<file path="src/rtl/pacer_pkg.sv">
package pacer_pkg;
    localparam int FIX_W  = 24;
    localparam int FRAC_W = 8;

    typedef enum logic [1:0] {
        CLS_BULK   = 2'd0,
        CLS_PACED  = 2'd1,
        CLS_URGENT = 2'd2,
        CLS_BULK2  = 2'd3
    } tx_class_e;
endpackage

</file>
<file path="src/rtl/pacer_wake.sv">
module pacer_wake
    import pacer_pkg::*;
#(
    parameter int WAKE_TICKS = 14,
    parameter int FW         = FIX_W,
    parameter int FB         = FRAC_W
) (
    input  logic          clk,
    input  logic          rst_n,
    input  logic [FW-1:0] period_fx,
    output logic          wake,
    output logic          slot_due
);
    localparam int TW = (WAKE_TICKS > 1) ? $clog2(WAKE_TICKS) : 1;
    localparam int AW = FW + 1;
    localparam logic [AW-1:0] UNIT = {{(AW-1){1'b0}}, 1'b1} << FB;
    localparam logic [TW-1:0] LAST = TW'(WAKE_TICKS - 1);

    typedef struct packed {
        logic [TW-1:0] tick;
        logic [AW-1:0] acc;
    } wake_st_t;

    wake_st_t st_q, st_d;
    logic [AW-1:0] eff_period;
    logic [AW-1:0] acc_sum;

    always_comb begin
        st_d       = st_q;
        wake       = (st_q.tick == LAST);
        eff_period = ({1'b0, period_fx} < UNIT) ? UNIT : {1'b0, period_fx};
        acc_sum    = st_q.acc + UNIT;
        slot_due   = 1'b0;
        if (wake) begin
            st_d.tick = '0;
            slot_due  = (acc_sum >= eff_period);
            st_d.acc  = slot_due ? (acc_sum - eff_period) : acc_sum;
        end else begin
            st_d.tick = st_q.tick + 1'b1;
        end
    end

    always_ff @(posedge clk or negedge rst_n) begin
        if (!rst_n) st_q <= '0;
        else        st_q <= st_d;
    end
endmodule

</file>
<file path="src/rtl/pacer_arbiter.sv">
module pacer_arbiter
    import pacer_pkg::*;
#(
    parameter int NCH = 4,
    parameter int VW  = 32,
    parameter int IW  = 2
) (
    input  logic [NCH-1:0][1:0]    cls,
    input  logic [NCH-1:0]         backlog,
    input  logic [NCH-1:0][VW-1:0] lag,
    output logic                   found,
    output logic [IW-1:0]          idx,
    output logic                   is_urgent,
    output logic                   is_paced
);
    logic [NCH-1:0] want_urgent, want_paced, want_bulk;
    logic [VW-1:0]  best_lag;

    // per-channel qualification; lag MSB clear means expiry not in the future
    for (genvar g = 0; g < NCH; g++) begin : g_qual
        assign want_urgent[g] = backlog[g] && (cls[g] == CLS_URGENT);
        assign want_paced[g]  = backlog[g] && (cls[g] == CLS_PACED) && !lag[g][VW-1];
        assign want_bulk[g]   = backlog[g] && ((cls[g] == CLS_BULK) || (cls[g] == CLS_BULK2));
    end

    always_comb begin
        found     = 1'b0;
        idx       = '0;
        is_urgent = 1'b0;
        is_paced  = 1'b0;
        best_lag  = '0;
        for (int i = 0; i < NCH; i++) begin
            if (want_urgent[i] && !found) begin
                found     = 1'b1;
                idx       = IW'(i);
                is_urgent = 1'b1;
            end
        end
        if (!found) begin
            // largest lag = earliest expiry; strict compare keeps lower index on tie
            for (int i = 0; i < NCH; i++) begin
                if (want_paced[i] && (!found || (lag[i] > best_lag))) begin
                    found    = 1'b1;
                    idx      = IW'(i);
                    best_lag = lag[i];
                    is_paced = 1'b1;
                end
            end
        end
        if (!found) begin
            for (int i = 0; i < NCH; i++) begin
                if (want_bulk[i] && !found) begin
                    found = 1'b1;
                    idx   = IW'(i);
                end
            end
        end
    end
endmodule

</file>
<file path="src/rtl/pacer.sv">
module pacer
    import pacer_pkg::*;
#(
    parameter int NUM_CH     = 4,
    parameter int WAKE_TICKS = 14,
    parameter int FW         = FIX_W,
    parameter int FB         = FRAC_W,
    parameter int VW         = 32,
    parameter int BW         = 8,
    localparam int IW        = (NUM_CH > 1) ? $clog2(NUM_CH) : 1
) (
    input  logic                 clk,
    input  logic                 rst_n,
    input  logic [FW-1:0]        global_period,
    input  logic [BW-1:0]        batch_cells,
    input  logic [2*NUM_CH-1:0]  chan_class,
    input  logic [FW*NUM_CH-1:0] chan_rate,
    input  logic [NUM_CH-1:0]    backlog,
    input  logic [NUM_CH-1:0]    resume,
    output logic                 grant_valid,
    output logic [IW-1:0]        grant_ch,
    output logic [BW-1:0]        grant_batch,
    output logic [VW-1:0]        paced_time
);
    localparam logic [VW-1:0] VONE = {{(VW-1){1'b0}}, 1'b1} << FB;

    typedef struct packed {
        logic [VW-1:0]              vtime;
        logic [NUM_CH-1:0][VW-1:0]  expiry;
        logic                       gv;
        logic [IW-1:0]              gch;
        logic [BW-1:0]              gbatch;
    } pacer_st_t;

    pacer_st_t st_q, st_d;

    logic                      wake_w, slot_due;
    logic [NUM_CH-1:0][1:0]    cls_v;
    logic [NUM_CH-1:0][VW-1:0] rate_v;
    logic [NUM_CH-1:0][VW-1:0] lag_v;
    logic                      win_found, win_urgent, win_paced;
    logic [IW-1:0]             win_idx;

    for (genvar g = 0; g < NUM_CH; g++) begin : g_unpack
        assign cls_v[g]  = chan_class[2*g +: 2];
        assign rate_v[g] = VW'(chan_rate[FW*g +: FW]);
        assign lag_v[g]  = st_q.vtime - st_q.expiry[g];
    end

    pacer_wake #(
        .WAKE_TICKS (WAKE_TICKS),
        .FW         (FW),
        .FB         (FB)
    ) u_wake (
        .clk       (clk),
        .rst_n     (rst_n),
        .period_fx (global_period),
        .wake      (wake_w),
        .slot_due  (slot_due)
    );

    pacer_arbiter #(
        .NCH (NUM_CH),
        .VW  (VW),
        .IW  (IW)
    ) u_arb (
        .cls       (cls_v),
        .backlog   (backlog),
        .lag       (lag_v),
        .found     (win_found),
        .idx       (win_idx),
        .is_urgent (win_urgent),
        .is_paced  (win_paced)
    );

    always_comb begin
        st_d    = st_q;
        st_d.gv = 1'b0;
        if (slot_due && win_found) begin
            st_d.gv     = 1'b1;
            st_d.gch    = win_idx;
            st_d.gbatch = batch_cells;
            if (!win_urgent) st_d.vtime = st_q.vtime + VONE;
            if (win_paced)   st_d.expiry[win_idx] = st_q.expiry[win_idx] + rate_v[win_idx];
        end
        // resume overrides any same-edge expiry update
        for (int i = 0; i < NUM_CH; i++) begin
            if (resume[i]) st_d.expiry[i] = st_q.vtime;
        end
    end

    always_ff @(posedge clk or negedge rst_n) begin
        if (!rst_n) st_q <= '0;
        else        st_q <= st_d;
    end

    assign grant_valid = st_q.gv;
    assign grant_ch    = st_q.gch;
    assign grant_batch = st_q.gbatch;
    assign paced_time  = st_q.vtime;
endmodule

</file>
<file path="config.mk">
export PLATFORM = sky130hd
export DESIGN_NAME = pacer
export DESIGN_NICKNAME = d
export VERILOG_FILES = /design/src/rtl/pacer_pkg.sv /design/src/rtl/pacer_wake.sv /design/src/rtl/pacer_arbiter.sv /design/src/rtl/pacer.sv
export SDC_FILE = /design/constraint.sdc
export NUM_CORES = 1
export LEC_CHECK = 0
export ABC_AREA = 1
export BUFFER_PORTS_ARGS = -buffer_cell sky130_fd_sc_hd__buf_2
export CAP_MARGIN = 15
export CORE_MARGIN = 5
export CORE_UTILIZATION = 45
export CTS_CLUSTER_DIAMETER = 30
export DETAILED_ROUTE_END_ITERATION = 8
export GPL_TIMING_DRIVEN = 0
export PLACE_DENSITY = 0.68
export SYNTH_ARGS = -nofsm -noshare
export SYNTH_HDL_FRONTEND = slang
export SYNTH_SLANG_ARGS = --single-unit
</file>
<file path="constraint.sdc">
create_clock -name clk -period 11.5 [get_ports clk]
set_input_delay 0 -clock clk [delete_from_list [all_inputs] [get_ports clk]]
set_output_delay 0 -clock clk [all_outputs]
set_load 0.02 [all_outputs]
</file>
## Word level (Yosys, flattened, before mapping)

Index checks and enable logic that the tools add are counted.
Widths: inputs -> output; s select.

- Register bits after elaboration: 200
- Output and inout bits: 43

- Order comparisons: 8
- Add/subtract/negate cells: 9
- Equality and inequality tests: 13
- Mux-type cells: 60
- Reduce and logical (&&, ||, !) cells: 69
- Bitwise operators: 1

Operators with widths:

| cell | count |
|---|---|
| $mux 32 | 13 |
| $mux 139 | 1 |
| $bmux 32 s2 | 2 |
| $bwmux 128 | 1 |
| $mux 128 | 1 |
| $sub 32x32->32 | 4 |
| $gt 32x32->1 | 3 |
| $demux 32 s2 | 1 |
| $add 32x32->32 | 1 |
| $add 32x9->32 const B | 1 |
| $gt 32x1->1 const B | 1 |
| $logic_and 1x1->1 | 29 |
| $mux 1 | 26 |
| $add 25x9->25 const B | 1 |
| $ge 25x25->1 | 1 |
| $mux 25 | 1 |
| $sub 25x25->25 | 1 |
| $lt 24x9->1 const B | 1 |
| $mux 2 | 12 |
| $mux 24 | 1 |
| $eq 2x2->1 const B | 8 |
| $reduce_bool 2->1 | 8 |
| $logic_not 1->1 | 15 |
| $reduce_and 2->1 | 5 |
| 9 further kinds | 22 |

## Longest topological paths before layout

Gate-level depths: netlist of run 1.

- Depth after elaboration: 56
- Depth in mapped cells: 97
- Depth with buffers taken out: 95

## Hierarchy

Synthesis of run 1 repeated with hierarchy kept, for this count alone.

- Cells, all modules: 3731
- Area total of the unflattened synthesis: 24106.9 um^2

By module, submodules not included:

| module | cells each | area an instance (um^2) | sequential area each (um^2) | times used |
|---|---|---|---|---|
| pacer | 2479 | 16707.3 | 4078.9 | 1 |
| pacer_wake | 642 | 3748.6 | 725.7 | 1 |
| pacer_arbiter | 610 | 3651.0 | 0.0 | 1 |

## Worst setup path before layout of run 1

OpenSTA, ideal clock, no wires.

- Path type: register -> register
- Start: register st_q, in the netlist paced_time[11]
- End: register st_q[37] in the netlist's numbering
- Setup slack: -0.071 ns
- Cell stages (with the launch flop): 87
- Required time: 11.383 ns
- Clock period less this slack: 11.571 ns
- Arrival time: 11.454 ns
- Cell sequence: dfrtp_1 ha_1 a21oi_1 a21boi_0 nand2_1 nand2_1 nand2_1 a21boi_0 o21ai_0 a21boi_0 o21ai_0 nand2_1 inv_1 nand2_1 nand2_1 a21boi_0 o21ai_0 nand2_1 [51 not listed] o21ai_0 a21oi_1 o21bai_1 a21o_1 a21oi_1 o21ai_0 a21oi_1 inv_1 a21oi_1 o21ai_0 a21oi_1 o21ai_0 nand3_1 inv_1 nand2_1 xnor2_2 nand2_1 nand2_1

- Word-level cells in the longest chain between the ends: 45
- Elaborated cells between the ends (all ways): 89
- Those cells by class: 5 x add/sub; 6 x order compare; 46 x mux; 32 x reduce/logical

Ends and longest elaborated chain:

| element | line | text |
|---|---|---|
| start, declared | pacer.sv:35 | `pacer_st_t st_q, st_d;` |
| start signal, assigned | pacer.sv:94 | `else st_q <= st_d;` |
| parallel branches: the longest is 45 deep, another holds $sub 32x32->32 | n/a |  |

Several ways; the timed one is not identified. The select of a mux whose other input is x is not followed.
A chain may end at the register's enable or synchronous reset.

## Worst setup path after layout of run 1

- Start: register st_q, in the netlist paced_time[10]
- End: register st_q[106] in the netlist's numbering

The elaborated chain is that of the path after synthesis.

==> reports/qor.json, run 1 <==
{
  "critical-path-top-delay-family": {"value": "simple AND/OR/NAND/NOR gates"},
  "power_density": {"value": 246, "unit": "mW/mm2"},
  "violations": {"value": "setup timing"},
  "combinationalPowerShare": {"value": 77.4, "unit": "%"},
  "placementRows": {"value": 79},
  "dieWidth": {"value": 228, "unit": "um"},
  "worst-endpoint-required": {"value": 11.86, "unit": "ns"},
  "rrSetupSlack": {"value": -0.74, "unit": "ns"},
  "post_dp_cell_area": {"value": 0.0231, "unit": "mm2"},
  "grt_overflow": {"value": 0},
  "drt_first_pass_iters": {"value": 6},
  "post-route-drc-count": {"value": 0},
  "critical_path.slowest_cell": {"value": "sky130_fd_sc_hd__dfrtp_2"},
  "floorplan.io_pins": {"value": 189},
  "hold_violations": {"value": 0},
  "detail_route.vias_per_cell": {"value": 5.74},
  "dp_cells": {"value": 3892},
  "routed_wl": {"value": 84.7, "unit": "mm"},
  "start_util": {"value": 45.7, "unit": "%"},
  "tritoncts_clock_tree": {"value": "built"},
  "cts_htree_levels": {"value": 4},
  "worst_r2r_endpoint": {"value": "st_q[106]$_DFFE_PN0P_"},
  "max-cap-violations": {"value": 0},
  "worst_voltage_drop_across_the_vdd_grid": {"value": 0.133, "unit": "mV"},
  "syn_to_final_growth": {"value": 27.3, "unit": "%"},
  "avgRoutedWirePerCell": {"value": 20.7, "unit": "um"},
  "final_cells": {"value": 4088},
  "min_from": {"value": "global_period[1]"},
  "core-area": {"value": 0.0468, "unit": "mm2"},
  "leading_cell_type_in_the_layout_fill_and_taps_excluded": {"value": "sky130_fd_sc_hd__nand2_1"},
  "critical_path.startpoint_type": {"value": "flip-flop"},
  "netSwitchingFraction": {"value": 52.9, "unit": "%"},
  "async_flop_share": {"value": 100, "unit": "%"},
  "run_status": {"value": "finished with violations"},
  "number_of_synthesized_register_bits": {"value": 192},
  "slew-limit-headroom": {"value": 36.6, "unit": "%"},
  "worst-setup-path-type": {"value": "reg2reg"},
  "number_of_antenna_violations_at_the_first_check_in_global_routing": {"value": 2},
  "final_layout_size_suffix_gt1_share": {"value": 24.3, "unit": "%"},
  "cts-buffers-inserted": {"value": 17},
  "setup_tns": {"value": -30.98, "unit": "ns"},
  "post-route-min-period": {"value": 12.24, "unit": "ns"},
  "worstSkewPairLatency": {"value": 0.48, "unit": "ns"},
  "cp.buffers_inverters": {"value": 22},
  "dr_total_vias": {"value": 23400},
  "layout_common_cells": {"value": "664 x sky130_fd_sc_hd__nand2_1, 404 x sky130_fd_sc_hd__inv_1, 217 x sky130_fd_sc_hd__ha_1"},
  "whs_endpoint": {"value": "u_wake.st_q[1]$_DFFE_PN0P_"},
  "finalClockSkew": {"value": 0.0217, "unit": "ns"},
  "power.clock.fraction": {"value": 9.4, "unit": "%"},
  "detail-route-antenna-nets": {"value": 0},
  "detail_route.iter0.violations": {"value": 2416},
  "grt_first_pass_wirelength": {"value": 126, "unit": "mm"},
  "floorplan.die.height": {"value": 228, "unit": "um"},
  "power_leakage": {"value": 0.0138, "unit": "uW"},
  "yosysWarnings": {"value": 0},
  "grt_start_max_net_pins": {"value": 117},
  "hpwl": {"value": 63.9, "unit": "mm"},
  "worst_setup_hold_path_clk_slew": {"value": 0.08, "unit": "ns"},
  "layout_worst_path_cycle_share": {"value": 106, "unit": "%"},
  "critical_path.max_stage_delay": {"value": 0.51, "unit": "ns"},
  "rsz0062_at_grt": {"value": "true"},
  "number_of_cells_on_the_worst_reg_to_reg_path": {"value": 91},
  "startpoint_of_the_worst_slack_reg_to_reg_timing_path": {"value": "paced_time[10]$_DFFE_PN0P_"},
  "report.final.slew_viol_count": {"value": 0},
  "finalWorstSetupSlack": {"value": -0.742, "unit": "ns"},
  "power.sequential.fraction": {"value": 13.2, "unit": "%"},
  "filler_cell_count": {"value": 4312},
  "worstPathArrival": {"value": 12.60, "unit": "ns"},
  "critPathCaptureType": {"value": "flip-flop"},
  "place_congestion": {"value": 0.958},
  "postSynthAreaPerCell": {"value": 6.90, "unit": "um2"},
  "tightestPinTransition": {"value": 0.950, "unit": "ns"},
  "setup_viol": {"value": 72},
  "power.internal": {"value": 3160, "unit": "uW"},
  "cpMostUsedCell": {"value": "sky130_fd_sc_hd__nand2_1"},
  "number_of_nets_at_the_end_of_the_flow": {"value": 3866},
  "cts_num_sinks": {"value": 192},
  "synth_cell_type_count": {"value": 62},
  "worst_hold_path.num_cells": {"value": 4},
  "design_area": {"value": 0.0272, "unit": "mm2"},
  "worst-path-max-fanout": {"value": 7},
  "synth_edf_count": {"value": 0},
  "syn_area": {"value": 0.0214, "unit": "mm2"},
  "via_count_of_the_first_global_routing_pass": {"value": 22700},
  "fmaxAchievable": {"value": 0.0817, "unit": "GHz"},
  "tot_gr_track_use": {"value": 30.7, "unit": "%"},
  "place.port_buffers": {"value": 178},
  "design.die.area": {"value": 0.0519, "unit": "mm2"},
  "clockRootBuffer": {"value": "sky130_fd_sc_hd__clkbuf_16"},
  "dominantRegCellSynth": {"value": "sky130_fd_sc_hd__dfrtp_1"},
  "synth-seq-area-share": {"value": 22.5, "unit": "%"},
  "power_switching": {"value": 3540, "unit": "uW"},
  "p_total": {"value": 6690, "unit": "uW"},
  "holdCritPathClass": {"value": "in2reg"},
  "synthesis.instances": {"value": 3097},
  "clock_path_buffers": {"value": 2}
}
[worst min-delay path, cell delays in order]
cell,delay [ns]
sky130_fd_sc_hd__buf_2,0.10
sky130_fd_sc_hd__nand2_1,0.10
sky130_fd_sc_hd__fa_1,0.17
sky130_fd_sc_hd__mux2_2,0.13
[layout make-up]
class                      instances  area, um2  share of cell area, %
clock buffer                      17        425                   1.57
buffer                           119        941                   3.46
tap                              607        759                   2.79
antenna                            1       2.50                0.00921
clock inverter                    15        191                  0.704
multi-input combinational       2339      16000                   58.8
inverter                         454       1740                   6.39
sequential                       192       4830                   17.8
timing repair buffer             344       2310                   8.49
[worst max-delay path by stage]
stage / startpoint / end / slack, ns / cells past startpoint
3_5_place_dp: paced_time[11]$_DFFE_PN0P_ / st_q[37]$_DFFE_PN0P_ / -4.55 / 84
2_1_floorplan: paced_time[11]$_DFFE_PN0P_ / st_q[37]$_DFFE_PN0P_ / 0.01 / 88
5_1_grt: st_q[43]$_DFFE_PN0P_ / st_q[74]$_DFFE_PN0P_ / -1.05 / 86
4_1_cts: paced_time[11]$_DFFE_PN0P_ / st_q[133]$_DFFE_PN0P_ / -0.66 / 88
6_report: paced_time[10]$_DFFE_PN0P_ / st_q[106]$_DFFE_PN0P_ / -0.74 / 91
3_3_place_gp: paced_time[11]$_DFFE_PN0P_ / st_q[39]$_DFFE_PN0P_ / -4.47 / 86
[Yosys cell counts (23+ instances only)]
master                       n  share of area, %
sky130_fd_sc_hd__nand2_1   717                13
sky130_fd_sc_hd__inv_1     437               7.7
sky130_fd_sc_hd__ha_1      251                15
sky130_fd_sc_hd__a21oi_1   209               4.9
sky130_fd_sc_hd__dfrtp_1   192                22
sky130_fd_sc_hd__nor2_1    173               3.0
sky130_fd_sc_hd__o21ai_0   159               3.7
sky130_fd_sc_hd__nand3_1   153               3.6
sky130_fd_sc_hd__o22ai_1   124               3.6
sky130_fd_sc_hd__xor2_1    119               4.9
sky130_fd_sc_hd__o221ai_1   75               3.1
sky130_fd_sc_hd__xnor2_1    53               2.2
sky130_fd_sc_hd__nand4_1    51               1.5
sky130_fd_sc_hd__buf_4      44               1.5
sky130_fd_sc_hd__clkbuf_1   41              0.72
sky130_fd_sc_hd__nor3_1     37              0.87
sky130_fd_sc_hd__buf_2      23              0.54
[through the flow]
stage,hold slack [ns],util [%],setup slack [ns]
after global routing,0.0694,58.1,-1.05
after detailed placement,0.0129,49.4,-4.55
after floorplan,-0.296,-,0.0106
after global placement,0.194,49.3,-4.47
after CTS,0.0403,55.9,-0.658
final,0.0564,58.1,-0.742
[cells by family (layout without fill, tap and decap cells)]
kind of cell	count (synthesis)	after routing	synth area share (%)
and+or+nand+nor	1223	1225	24.9
adders and majority gates	253	253	14.9
muxes	1	1	0.0527
AOI/OAI and AO/OA	675	675	19.3
other	2	12	0.0352
DFF	192	192	22.5
buffers and inverters	577	949	11.1
xor gates and xnor gates	174	174	7.21
[state kept, by name (all words and copies together) (netlist names)]
register / cells
paced_time: 24
st_q: 128
u_wake.st_q: 29
grant_batch: 8
grant_valid: 1
grant_ch: 2
[routing by layer]
metal | wire [um] | global-route usage [%]
met1 | 33500 | 39.3
met5 | 34 | 0
met4 | 5530 | 15.4
met2 | 37800 | 49.4
met3 | 7790 | 6.29
[repair_timing]
item                                    4_1_cts  5_1_grt
gates resized for setup                     348      176
hold buffers                                 11        0
gates cloned                                  4        1
buffers inserted                            105       46
endpoints found under the setup margin      128      117
hold endpoints to repair                     90        0
pin swaps                                   117      130
[power by group through the flow]
stage                     Clock, uW  Combinational (uW)  Sequential (uW)
after global routing            657                5600              896
after detailed placement          0                3760              897
after CTS                       630                4650              877
after global placement            0                3720              897
final                           630                5180              885
after floorplan                   0                2790              858
No activity file was read; power rests on OpenSTA's default activity.
==> run 2, diff against run 1 <==
--- a/config.mk
+++ b/config.mk
@@ -9,11 +9,11 @@
 export BUFFER_PORTS_ARGS = -buffer_cell sky130_fd_sc_hd__buf_2
 export CAP_MARGIN = 15
 export CORE_MARGIN = 5
-export CORE_UTILIZATION = 45
+export CORE_UTILIZATION = 40
 export CTS_CLUSTER_DIAMETER = 30
 export DETAILED_ROUTE_END_ITERATION = 8
 export GPL_TIMING_DRIVEN = 0
-export PLACE_DENSITY = 0.68
+export PLACE_DENSITY = 0.62
 export SYNTH_ARGS = -nofsm -noshare
 export SYNTH_HDL_FRONTEND = slang
 export SYNTH_SLANG_ARGS = --single-unit
==> run 2 against run 1 <==
Effect of this change:
- the run still ends with setup timing left
- maximum frequency grew 0.10%
- worst setup slack gained 0.012 ns
- design area grew 1.8%
- die area grew 12%
- via count grew 0.65%
- critical path depth shrank 4
- highest routed layer is now met4
- critical endpoint is now st_q[37]$_DFFE_PN0P_
- utilization shrank 5.7 points
- first-iteration DRC count grew 1.7%
- total power grew 2.7%
- register-to-register slack is essentially flat
==> reports/qor.json, run 2 (same netlist as run 1, synthesis figures left out) <==
{
  "place_congestion": {"value": 0.963},
  "setup_viol": {"value": 68},
  "rsz0062_at_grt": {"value": "true"},
  "number_of_antenna_violations_at_the_first_check_in_global_routing": {"value": 4},
  "hpwl": {"value": 65.7, "unit": "mm"},
  "largest_reg_flops": {"value": 128},
  "placementRows": {"value": 84},
  "clock_path_buffers": {"value": 2},
  "worstSkewPairLatency": {"value": 0.48, "unit": "ns"},
  "number_of_cells_on_the_worst_reg_to_reg_path": {"value": 87},
  "place.port_buffers": {"value": 178},
  "dr_total_vias": {"value": 23600},
  "via_count_of_the_first_global_routing_pass": {"value": 22100},
  "combinationalPowerShare": {"value": 77.9, "unit": "%"},
  "worst-setup-path-type": {"value": "reg2reg"},
  "filler_cell_count": {"value": 5086},
  "hold_violations": {"value": 0},
  "cts_num_sinks": {"value": 192},
  "critical_path.slowest_cell": {"value": "sky130_fd_sc_hd__dfrtp_1"},
  "layout_worst_path_cycle_share": {"value": 106, "unit": "%"},
  "post_dp_cell_area": {"value": 0.0232, "unit": "mm2"},
  "finalClockSkew": {"value": 0.0136, "unit": "ns"},
  "worst_voltage_drop_across_the_vdd_grid": {"value": 0.144, "unit": "mV"},
  "post-route-drc-count": {"value": 0},
  "avgRoutedWirePerCell": {"value": 20.6, "unit": "um"},
  "design.die.area": {"value": 0.0581, "unit": "mm2"},
  "design_area": {"value": 0.0277, "unit": "mm2"},
  "setup_tns": {"value": -32.74, "unit": "ns"},
  "critPathCaptureType": {"value": "flip-flop"},
  "clockRootBuffer": {"value": "sky130_fd_sc_hd__clkbuf_16"},
  "post-route-min-period": {"value": 12.23, "unit": "ns"},
  "power_switching": {"value": 3590, "unit": "uW"},
  "detail_route.vias_per_cell": {"value": 5.63},
  "cpMostUsedCell": {"value": "sky130_fd_sc_hd__buf_4"},
  "dieWidth": {"value": 241, "unit": "um"},
  "slew-limit-headroom": {"value": 38.1, "unit": "%"},
  "worst_hold_path.num_cells": {"value": 4},
  "finalCoreUtilization": {"value": 52.5, "unit": "%"},
  "worst-endpoint-required": {"value": 11.91, "unit": "ns"},
  "critical_path.max_stage_delay": {"value": 0.41, "unit": "ns"},
  "finalWorstSetupSlack": {"value": -0.730, "unit": "ns"},
  "fmaxAchievable": {"value": 0.0818, "unit": "GHz"},
  "netSwitchingFraction": {"value": 52.2, "unit": "%"},
  "power.sequential.fraction": {"value": 12.9, "unit": "%"},
  "violations": {"value": "setup timing"},
  "tritoncts_clock_tree": {"value": "built"},
  "worst-path-max-fanout": {"value": 10},
  "max-cap-violations": {"value": 0},
  "start_util": {"value": 40.5, "unit": "%"},
  "grt_start_max_net_pins": {"value": 110},
  "p_total": {"value": 6880, "unit": "uW"},
  "grt_overflow": {"value": 0},
  "final_layout_size_suffix_gt1_share": {"value": 24.4, "unit": "%"},
  "cts-buffers-inserted": {"value": 17},
  "routed_wl": {"value": 86.4, "unit": "mm"},
  "power.internal": {"value": 3290, "unit": "uW"},
  "core-area": {"value": 0.0528, "unit": "mm2"},
  "run_status": {"value": "finished with violations"},
  "layout_common_cells": {"value": "667 x sky130_fd_sc_hd__nand2_1, 412 x sky130_fd_sc_hd__inv_1, 221 x sky130_fd_sc_hd__ha_1"},
  "worstPathArrival": {"value": 12.64, "unit": "ns"},
  "grt_first_pass_wirelength": {"value": 126, "unit": "mm"},
  "leading_cell_type_in_the_layout_fill_and_taps_excluded": {"value": "sky130_fd_sc_hd__nand2_1"},
  "holdCritPathClass": {"value": "in2reg"},
  "floorplan.io_pins": {"value": 189},
  "cts_htree_levels": {"value": 4},
  "detail_route.iter0.violations": {"value": 2457},
  "power.clock.fraction": {"value": 9.2, "unit": "%"},
  "detail-route-antenna-nets": {"value": 0},
  "tot_gr_track_use": {"value": 28.1, "unit": "%"},
  "critical_path.startpoint_type": {"value": "flip-flop"},
  "power_density": {"value": 248, "unit": "mW/mm2"},
  "power_leakage": {"value": 0.0141, "unit": "uW"},
  "number_of_nets_at_the_end_of_the_flow": {"value": 3888},
  "syn_to_final_growth": {"value": 29.6, "unit": "%"},
  "drt_first_pass_iters": {"value": 7},
  "report.final.slew_viol_count": {"value": 0},
  "tightestPinTransition": {"value": 0.926, "unit": "ns"},
  "worst_setup_hold_path_clk_slew": {"value": 0.08, "unit": "ns"},
  "top_register": {"value": "st_q"},
  "floorplan.die.height": {"value": 241, "unit": "um"},
  "hold_ws": {"value": 0.0541, "unit": "ns"}
}
run 2: cell count changes in the layout (fill, tap and decap cells not counted), sizes merged:
cell / delta
clkinvlp: +2
diode: +1
inv: -4
buf: +25
clkinv: +1
clkbuf: -2
run 2: layout make-up:
type                       count  area (um2)  area share (%)
timing repair buffer         362        2530            9.14
inverter                     454        1770            6.38
clock buffer                  18         439            1.59
multi-input combinational   2339       16100            58.0
sequential                   192        4830            17.5
clock inverter                14         176           0.637
buffer                       123        1010            3.65
tap                          688         861            3.11
antenna                        2        5.00          0.0181
run 2: metrics by stage:
step | std cells | worst slack (ns)
2_1_floorplan | 3106 | 0.0106
3_3_place_gp | 3972 | -4.61
3_5_place_dp | 3973 | -4.71
4_1_cts | 4128 | -0.619
5_1_grt | 4190 | -1.12
6_report | 4192 | -0.730
run 2: per-layer routing:
metal | part of all wire, % | vias up | track usage, %
li1 | - | 11300 | -
met1 | 40 | 10900 | 37.3
met2 | 45 | 1126 | 44.9
met3 | 9.4 | 258 | 5.66
met4 | 5.5 | 0 | 11.9
met5 | 0 | - | 0
run 2: path summary, 6_finish.rpt:
path                                           start                    endpoint  slack (ns)
max in group asynchronous                      rst_n  paced_time[28]$_DFFE_PN0P_       10.33
setup / recovery                st_q[52]$_DFFE_PN0P_        st_q[37]$_DFFE_PN0P_       -0.73
hold / removal                      global_period[1]  u_wake.st_q[1]$_DFFE_PN0P_        0.05
setup reg to reg                st_q[52]$_DFFE_PN0P_        st_q[37]$_DFFE_PN0P_       -0.73
min in group asynchronous                      rst_n       st_q[115]$_DFFE_PN0P_        0.20
hold reg to reg            u_wake.st_q[25]$_DFF_PN0_   u_wake.st_q[25]$_DFF_PN0_        0.46
run 2: critical path, delay by kind of cell, from the launching register on:
family | cells | cell delay (ns)
AO/OA/AOI/OAI | 23 | 3.60
AND/OR/NAND/NOR | 33 | 3.32
flip-flops | 1 | 0.41
buffers and inverters | 24 | 2.83
XOR/XNOR | 2 | 0.35
adder cells (fa/ha/maj) | 5 | 1.55
run 2: power by group through the flow:
stage / Clock [uW] / Sequential [uW] / Combinational (uW)
global route: 661 / 897 / 5810
finish: 633 / 886 / 5360
floorplan: 0 / 858 / 2790
CTS: 634 / 880 / 4590
global placement: 0 / 900 / 3750
detailed placement: 0 / 900 / 3780
run 2: what timing repair did:
| item | 4_1_cts | 5_1_grt |
|---|---|---|
| pin swaps | 83 | 152 |
| hold buffers | 11 | 0 |
| setup endpoints to repair | 128 | 117 |
| cloned | 4 | 3 |
| setup buffers | 108 | 62 |
| endpoints found under the hold margin | 122 | 0 |
| gates resized for setup | 311 | 254 |
